$ cat src/rtl/rst_stat_pkg.sv
package rst_stat_pkg;
  localparam int DATA_W = 8;
  localparam int SRC_N  = 7;

  // source index inside the event vector; register bit = index + 1
  localparam int SRC_LOWV    = 0;
  localparam int SRC_MODESEL = 1;
  localparam int SRC_ILADDR  = 2;
  localparam int SRC_ILOP    = 3;
  localparam int SRC_WDOG    = 4;
  localparam int SRC_PIN     = 5;
  localparam int SRC_POR     = 6;

  localparam int BRK_BIT = 1;

  typedef logic [SRC_N-1:0]  src_vec_t;
  typedef logic [DATA_W-1:0] byte_t;
endpackage

$ cat src/rtl/rst_src_flags.sv
module rst_src_flags
  import rst_stat_pkg::*;
(
  input  logic     clk,
  input  logic     rst,
  input  src_vec_t src_ev,
  input  logic     clr,
  output byte_t    flags
);
  localparam byte_t RESET_VAL = byte_t'(1) << (SRC_POR + 1);

  byte_t flags_q;
  logic  wipe;

  assign wipe = src_ev[SRC_POR];

  generate
    for (genvar i = 0; i < SRC_N; i++) begin : g_src
      always_ff @(posedge clk) begin
        if (rst)
          flags_q[i+1] <= RESET_VAL[i+1];
        else
          flags_q[i+1] <= src_ev[i] | (flags_q[i+1] & ~clr & ~wipe);
      end
    end
  endgenerate

  always_ff @(posedge clk) flags_q[0] <= 1'b0;

  assign flags = flags_q;

  assert_por_wipe_R4: assert property (@(posedge clk) disable iff (rst)
    (src_ev == src_vec_t'(1 << SRC_POR)) |=> (flags == RESET_VAL));

  assert_sticky_R5: assert property (@(posedge clk) disable iff (rst)
    (!src_ev[SRC_POR] && !clr) |=> ((flags & $past(flags)) == $past(flags)));

  assert_clear_R6: assert property (@(posedge clk) disable iff (rst)
    (clr && src_ev == '0) |=> (flags == '0));

  assert_keep_on_clear_R6: assert property (@(posedge clk) disable iff (rst)
    (clr && src_ev[SRC_ILOP]) |=> flags[SRC_ILOP+1]);
endmodule

$ cat src/rtl/brk_flag_reg.sv
module brk_flag_reg (
  input  logic clk,
  input  logic rst,
  input  logic set_ev,
  input  logic clr_req,
  output logic flag
);
  logic flag_q;

  always_ff @(posedge clk) begin
    if (rst)
      flag_q <= 1'b0;
    else if (set_ev)
      flag_q <= 1'b1;
    else if (clr_req)
      flag_q <= 1'b0;
  end

  assign flag = flag_q;

  assert_brk_set_R8: assert property (@(posedge clk) disable iff (rst)
    set_ev |=> flag);

  assert_brk_hold_R9: assert property (@(posedge clk) disable iff (rst)
    (!set_ev && !clr_req) |=> (flag == $past(flag)));

  assert_brk_clear_R9: assert property (@(posedge clk) disable iff (rst)
    (clr_req && !set_ev) |=> !flag);
endmodule

$ cat src/rtl/stat_bus_dec.sv
module stat_bus_dec
  import rst_stat_pkg::*;
#(
  parameter int ADDR_W = 8,
  parameter logic [ADDR_W-1:0] BASE_ADDR = 'h40
) (
  input  logic              clk,
  input  logic              rst,
  input  logic [ADDR_W-1:0] addr,
  input  logic              rd,
  input  logic              wr,
  input  byte_t             wdata,
  input  byte_t             rst_flags,
  input  logic              brk_flag,
  output byte_t             rdata,
  output logic              rst_clr,
  output logic              brk_clr
);
  localparam logic [ADDR_W-1:0] BRK_ADDR = BASE_ADDR;
  localparam logic [ADDR_W-1:0] RSR_ADDR = BASE_ADDR + 1'b1;
  localparam byte_t BRK_MASK = byte_t'(1) << BRK_BIT;

  logic hit_brk, hit_rsr;

  assign hit_brk = (addr == BRK_ADDR);
  assign hit_rsr = (addr == RSR_ADDR);

  assign rst_clr = rd && hit_rsr;
  assign brk_clr = wr && hit_brk && ((wdata & BRK_MASK) == '0);

  always_comb begin
    rdata = '0;
    if (rd) begin
      if (hit_rsr)
        rdata = rst_flags;
      else if (hit_brk)
        rdata = brk_flag ? BRK_MASK : '0;
    end
  end

  assert_idle_zero_R2: assert property (@(posedge clk) disable iff (rst)
    !rd |-> (rdata == '0));

  assert_rsr_bit0_R3: assert property (@(posedge clk) disable iff (rst)
    (rd && hit_rsr) |-> (rdata[0] == 1'b0));

  assert_brk_other_bits_R8: assert property (@(posedge clk) disable iff (rst)
    (rd && hit_brk) |-> ((rdata & ~BRK_MASK) == '0));
endmodule

$ cat src/rtl/rst_brk_status.sv
module rst_brk_status
  import rst_stat_pkg::*;
#(
  parameter int ADDR_W = 8,
  parameter logic [ADDR_W-1:0] BASE_ADDR = 'h40
) (
  input  logic              clk,
  input  logic              rst,
  input  logic              ev_por,
  input  logic              ev_pin,
  input  logic              ev_wdog,
  input  logic              ev_ilop,
  input  logic              ev_iladdr,
  input  logic              ev_modesel,
  input  logic              ev_lowv,
  input  logic              ev_brk_wait,
  input  logic [ADDR_W-1:0] bus_addr,
  input  logic              bus_rd,
  input  logic              bus_wr,
  input  logic [7:0]        bus_wdata,
  output logic [7:0]        bus_rdata
);
  src_vec_t src_ev;
  byte_t    rst_flags;
  logic     brk_flag, rst_clr, brk_clr;

  always_comb begin
    src_ev              = '0;
    src_ev[SRC_POR]     = ev_por;
    src_ev[SRC_PIN]     = ev_pin;
    src_ev[SRC_WDOG]    = ev_wdog;
    src_ev[SRC_ILOP]    = ev_ilop;
    src_ev[SRC_ILADDR]  = ev_iladdr;
    src_ev[SRC_MODESEL] = ev_modesel;
    src_ev[SRC_LOWV]    = ev_lowv;
  end

  rst_src_flags u_flags (
    .clk    (clk),
    .rst    (rst),
    .src_ev (src_ev),
    .clr    (rst_clr),
    .flags  (rst_flags)
  );

  brk_flag_reg u_brk (
    .clk     (clk),
    .rst     (rst),
    .set_ev  (ev_brk_wait),
    .clr_req (brk_clr),
    .flag    (brk_flag)
  );

  stat_bus_dec #(
    .ADDR_W    (ADDR_W),
    .BASE_ADDR (BASE_ADDR)
  ) u_dec (
    .clk       (clk),
    .rst       (rst),
    .addr      (bus_addr),
    .rd        (bus_rd),
    .wr        (bus_wr),
    .wdata     (bus_wdata),
    .rst_flags (rst_flags),
    .brk_flag  (brk_flag),
    .rdata     (bus_rdata),
    .rst_clr   (rst_clr),
    .brk_clr   (brk_clr)
  );

  assert_wr_ignored_R7: assert property (@(posedge clk) disable iff (rst)
    (bus_wr && !bus_rd && bus_addr == BASE_ADDR + 1'b1 &&
     !ev_por && !ev_pin && !ev_wdog && !ev_ilop && !ev_iladdr &&
     !ev_modesel && !ev_lowv) |=> (rst_flags == $past(rst_flags)));
endmodule

$ cat config.mk
export PLATFORM = sky130hd
export DESIGN_NAME = rst_brk_status
export DESIGN_NICKNAME = d
export VERILOG_FILES = /design/src/rtl/rst_stat_pkg.sv /design/src/rtl/rst_src_flags.sv /design/src/rtl/brk_flag_reg.sv /design/src/rtl/stat_bus_dec.sv /design/src/rtl/rst_brk_status.sv
export SDC_FILE = /design/constraint.sdc
export NUM_CORES = 1
export LEC_CHECK = 0
export BUFFER_PORTS_ARGS = -buffer_cell sky130_fd_sc_hd__buf_4
export CAP_MARGIN = 20
export CORE_AREA = 4 4 41 43
export CTS_CLUSTER_SIZE = 20
export DETAILED_ROUTE_END_ITERATION = 8
export DIE_AREA = 0 0 45 47
export PLACE_DENSITY_LB_ADDON = 0.3
export RECOVER_POWER = 50
export SLEW_MARGIN = 20
export SYNTH_ARGS = -nofsm -noshare
export SYNTH_HDL_FRONTEND = slang
export SYNTH_SLANG_ARGS = --single-unit
$ cat constraint.sdc
create_clock -name clk -period 1.1 [get_ports clk]
set_input_delay 0.165 -clock clk [delete_from_list [all_inputs] [get_ports clk]]
set_output_delay 0.165 -clock clk [all_outputs]
set_load 0.02 [all_outputs]
==> results of run 1 <==
-- worst paths after layout --
path                                                   from                           to  slack, ns  cells after the start
worst min-delay path                                 ev_por  u_flags.flags[7]$_SDFF_PP1_       0.15                      3
worst max-delay path                            bus_addr[3]                 bus_rdata[4]      -0.24                      5
worst min register to register  u_flags.flags[7]$_SDFF_PP1_  u_flags.flags[7]$_SDFF_PP1_       0.47                      2
worst max register to register  u_flags.flags[1]$_SDFF_PP0_  u_flags.flags[1]$_SDFF_PP0_       0.42                      2
-- flip-flops by register name, summed over array words and instances (netlist names) --
name and cells:
u_flags.flags 7, u_brk.flag 1
-- cell usage after synthesis --
cell type	count	area share [%]
a31oi_1	1	1.5
a311oi_2	1	3.7
nor4b_1	1	2.1
nor4b_4	1	5.8
and2_1	2	3.1
o2bb2ai_1	6	13
inv_1	1	0.92
nor2b_1	1	1.5
a21oi_1	6	7.3
conb_1	1	0.92
nor2_1	2	1.8
buf_4	1	1.8
and4_1	1	2.1
mux2i_1	1	2.4
dfxtp_1	8	39
clkbuf_1	1	0.92
o21ai_0	1	1.2
o21bai_1	1	1.8
and3_1	5	7.6
nor3_1	1	1.2
-- cells by family (layout without fill, tap and decap cells) --
family / count (synthesis) / in the layout / share of synthesized area (%)
multiplexers: 1 / 1 / 2.447
AND/OR/NAND/NOR: 14 / 14 / 25.38
flip-flops: 8 / 8 / 39.14
AO/OA/AOI/OAI: 16 / 16 / 28.44
other: 1 / 1 / 0.9166
buffers and inverters: 3 / 39 / 3.669
-- metal layers --
layer / global-route usage [%] / routed length (µm)
met1: 17.70 / 529
met2: 24.29 / 616
met3: 2.682 / 83
met4: 5.263 / 21
met5: 0 / 0
-- repair_timing --
action,CTS,global route
setup endpoints to repair,7,13
buffers inserted,3,1
endpoints found under the hold margin,0,0
gates resized for setup,15,2
pin swaps,9,3
-- stage by stage --
stage               utilization (%)  std cells  hold WS (ns)
finish                        61.15         94        0.1523
global route                  61.15         94        0.1657
CTS                           60.38         95        0.1371
detailed placement            52.98         89        0.4019
global placement              52.98         89        0.3944
floorplan                         -         43        0.2680
-- power groups by stage --
stage / Combinational [mW] / Sequential [mW] / Clock (mW)
6_report: 0.145 / 0.329 / 0.224
5_1_grt: 0.158 / 0.332 / 0.242
4_1_cts: 0.139 / 0.327 / 0.231
3_5_place_dp: 0.134 / 0.332 / 0
3_3_place_gp: 0.131 / 0.331 / 0
2_1_floorplan: 0.0510 / 0.328 / 0
-- critical path: cells and delay by family --
kind / cells / cell delay, ns
buf+inv: 2 / 0.21
simple gates: 3 / 0.80
-- cell type report --
type	count	share of cell area, %
clock buffer	3	2.830
timing repair buffer	35	37.26
tap	15	2.358
inverter	1	0.4717
sequential	8	20.13
multi-input combinational	32	36.95
==> impl_metrics.yaml, run 1 <==
floorplanning:
  die_w_um: 45
  die_area_um2: 2115
  die_h_um: 47
  io_pins: 36
  start_util_pct: 31.44
  rows: 13
  core_area_um2: 1301
synthesis:
  synth_seq_cells: 8
  post_synth_num_cell_types: 20
  syn_nets: 71
  yosysWarningCount: 0
  syn_area_um2: 409.1
  syn_inst: 43
  avgSynthCellArea_um2: 9.515
  ys_seq_area_share_pct: 39.14
layout:
  diodes: 0
  final_common_cell: "buf_4"
  final_cell_mix: "buf_4, buf_6, dfxtp_1"
  multiInputGateArea_um2: 294.0
  register_area_um2: 160.2
  fin_area_um2: 795.8
  fillCellCount: 114
  drive_gt1_share_pct: 63.29
  nets: 109
  area_growth_pct: 94.50
worst_hold_path:
  min_path_type: "input pin to flip-flop"
global_route:
  grt_pass1_wl_mm: 2.187
  overflow: 0
  grt_max_degree: 10
  grt_pass1_vias: 510
  grt_antenna_before_repair: 0
  grtUsageTotal_pct: 14.20
power:
  peakVddDrop_v: 0.0005261
  combPwrFrac_pct: 20.8
  sw_frac_of_total_pct: 24.86
  power_frac_clock_pct: 32.0
  p_sw_mw: 0.1734
  totalPowerFinal_mw: 0.6976
  p_int_mw: 0.5242
  seq_power_share_pct: 47.2
  power.density_nw_per_um2: 876.6
  p_leak_nw: 0.3617
place:
  place_ws_ns: -0.2611
  placed_area_um2: 689.4
  gp_congestion: 0.6894
  portBuffers: 27
clock_tree:
  clkSinkCount: 8
  cts_root_buf: "clkbuf_4"
  clk_latency_ns: 0.25
  clockBufferDepth: 2
  postCtsHoldBufs: 0
  cts_tree: "done"
  clk_pin_slew_ns: 0.05
  cts_buffers: 3
  htreeDepth: 1
worst_setup_path:
  cp.required_ns: 0.94
  path_max_fanout: 5
  cp-end-kind: "primary output"
  crit_slowest_cell: "nor4b_4"
  cp_cell_sequence: "buf_6 -> nor4b_4 -> and3_4 -> and3_4 -> buf_6"
  crit_path_max_incr_delay_ns: 0.34
  path_class: "input pin to primary output"
  crit_path_start_kind: "input pin"
  arrival_ns: 1.18
job:
  maxCapViolCount: 0
status:
  violations: "setup timing"
  outcome: "complete, but fails checks"
detailed_routing:
  wirelength_mm: 1.251
  antenna_left: 0
  dr.pass1.iters: 2
  viasPerCell: 4.968
  drc: 0
  dr_total_vias: 467
  drtIter0Drc: 2
  wire_per_inst_um: 13.31
sta:
  fin_skew_ns: 0
  rsz0062_at_grt: "yes"
  setup_viol: 7
  post-route-min-period_ns: 1.345
  hold_viol: 0
  drv_slew: 0
  tns_ns: -1.642
  period_share_pct: 122.3
  max_freq_ghz: 0.7435
  fin_ws_ns: -0.2450
Power figures use the tool's default switching activity.
==> run 2, diff against run 1 <==
--- a/config.mk
+++ b/config.mk
@@ -13,6 +13,7 @@
 export DIE_AREA = 0 0 45 47
 export PLACE_DENSITY_LB_ADDON = 0.3
 export RECOVER_POWER = 50
+export SETUP_SLACK_MARGIN = 0.05
 export SLEW_MARGIN = 20
 export SYNTH_ARGS = -nofsm -noshare
 export SYNTH_HDL_FRONTEND = slang
==> run 2 against run 1 <==
  * The flow still finishes with violations (setup timing)
  * Die area unchanged
  * Via count down 2.1%
  * Worst setup slack better by 0.022 ns
  * Routed wire length up 2.1%
  * Clock power up 5%
  * Clock skew unchanged
  * Sequential power about the same
  * Utilization down 1.8 points
  * Sequential cell count unchanged
  * Critical endpoint is now bus_rdata[5]
  * Largest power group unchanged
  * Highest routed layer unchanged
==> impl_metrics.yaml, run 2 (same netlist as run 1, synthesis figures left out) <==
status:
  outcome: "complete, but fails checks"
  violations: "setup timing"
layout:
  diodes: 0
  area_growth_pct: 88.69
  nets: 106
  finish.utilization_pct: 59.33
  fillCellCount: 116
  final_cell_mix: "buf_4, buf_6, dfxtp_1"
  final_common_cell: "buf_4"
  register_area_um2: 160.2
  fin_area_um2: 772.0
  largest_register_ffs: 7
  drive_gt1_share_pct: 64.47
  multiInputGateArea_um2: 295.3
worst_setup_path:
  reg2reg_depth: 2
  arrival_ns: 1.16
  endpoint: "bus_rdata[5]"
  cp-end-kind: "primary output"
  path_class: "input pin to primary output"
  cp.required_ns: 0.94
  r2r_start: "u_flags.flags[2]$_SDFF_PP0_"
  cp_cell_sequence: "buf_6 -> nor4b_4 -> and3_4 -> and3_4 -> buf_6"
  crit_start: "bus_addr[1]"
  crit_path_start_kind: "input pin"
  r2r_slack_ns: 0.40
  crit_path_max_incr_delay_ns: 0.32
  path_max_fanout: 5
  crit_slowest_cell: "nor4b_4"
  r2r-end: "u_flags.flags[2]$_SDFF_PP0_"
floorplanning:
  die_h_um: 47
  start_util_pct: 31.44
  rows: 13
  io_pins: 36
  core_area_um2: 1301
  die_area_um2: 2115
  die_w_um: 45
global_route:
  grt_max_degree: 10
  grt_pass1_vias: 447
  grtUsageTotal_pct: 13.00
  grt_antenna_before_repair: 0
  overflow: 0
  grt_pass1_wl_mm: 1.911
job:
  maxCapViolCount: 0
clock_tree:
  cts_tree: "done"
  htreeDepth: 1
  clockBufferDepth: 2
  cts_root_buf: "clkbuf_4"
  clk_pin_slew_ns: 0.06
  clkSinkCount: 8
  postCtsHoldBufs: 0
  clk_latency_ns: 0.26
  cts_buffers: 3
sta:
  fin_skew_ns: 0
  tns_ns: -1.447
  timing.hold.ws_ns: 0.1516
  post-route-min-period_ns: 1.323
  fin_ws_ns: -0.2230
  period_share_pct: 120.3
  max_freq_ghz: 0.7559
  hold_viol: 0
  drv_slew: 0
  setup_viol: 7
  rsz0062_at_grt: "yes"
place:
  placed_area_um2: 691.9
  hpwl_um: 945.7
  portBuffers: 27
  gp_congestion: 0.7121
power:
  power.density_nw_per_um2: 914.2
  peakVddDrop_v: 0.0004807
  totalPowerFinal_mw: 0.7058
  p_leak_nw: 0.3481
detailed_routing:
  wirelength_mm: 1.277
  dr.pass1.iters: 4
  dr_total_vias: 457
  wire_per_inst_um: 14.03
  drtIter0Drc: 12
  drc: 0
  viasPerCell: 5.022
  antenna_left: 0
worst_hold_path:
  min_path_type: "input pin to flip-flop"
## run 2: cell type report
class	instances	area share, %
multi-input combinational	32	38.25
timing repair buffer	32	35.17
sequential	8	20.75
clock buffer	3	2.917
tap	15	2.431
inverter	1	0.4862
## run 2: power breakdown
part           total [mW]  internal [mW]  leakage (nW)  switching [mW]
combinational       0.142         0.0833         0.267          0.0586
sequential          0.329          0.312        0.0668          0.0172
clock               0.235          0.126        0.0138           0.109
total               0.706          0.521         0.348           0.185
## run 2: worst min path at each step
stage,from,end,slack [ns],cells after the start
floorplan,ev_por,u_flags.flags[7]$_SDFF_PP1_,0.27,2
global placement,ev_por,u_flags.flags[7]$_SDFF_PP1_,0.40,3
detailed placement,ev_por,u_flags.flags[7]$_SDFF_PP1_,0.41,3
CTS,ev_por,u_flags.flags[7]$_SDFF_PP1_,0.15,3
global route,ev_iladdr,u_flags.flags[3]$_SDFF_PP0_,0.17,3
finish,ev_por,u_flags.flags[7]$_SDFF_PP1_,0.15,3
## run 2: stage by stage
step	setup WS [ns]	instances
after floorplan	-0.01370	43
after global placement	-0.2459	87
after detailed placement	-0.2889	87
after CTS	-0.2218	92
after global routing	-0.2719	91
final	-0.2230	91
## run 2: what timing repair did
item | CTS | global route
gates resized for setup | 12 | 1
setup buffers | 2 | 0
setup endpoints to repair | 7 | 13
hold endpoints to repair | 0 | 0
pin swaps | 4 | 2
## run 2: critical path: cells and delay by family
family	cells	cell delay, ns
and+or+nand+nor	3	0.77
buffers and inverters	2	0.21
## run 2: per-layer routing
metal  global-route usage, %  vias to the layer above  routed length (µm)
li1                        -                      232                   -
met1                   15.37                      204                 540
met2                   22.32                       19                 635
met3                   2.299                        2                  91
met4                   7.018                        0                  10
met5                       0                        -                   0
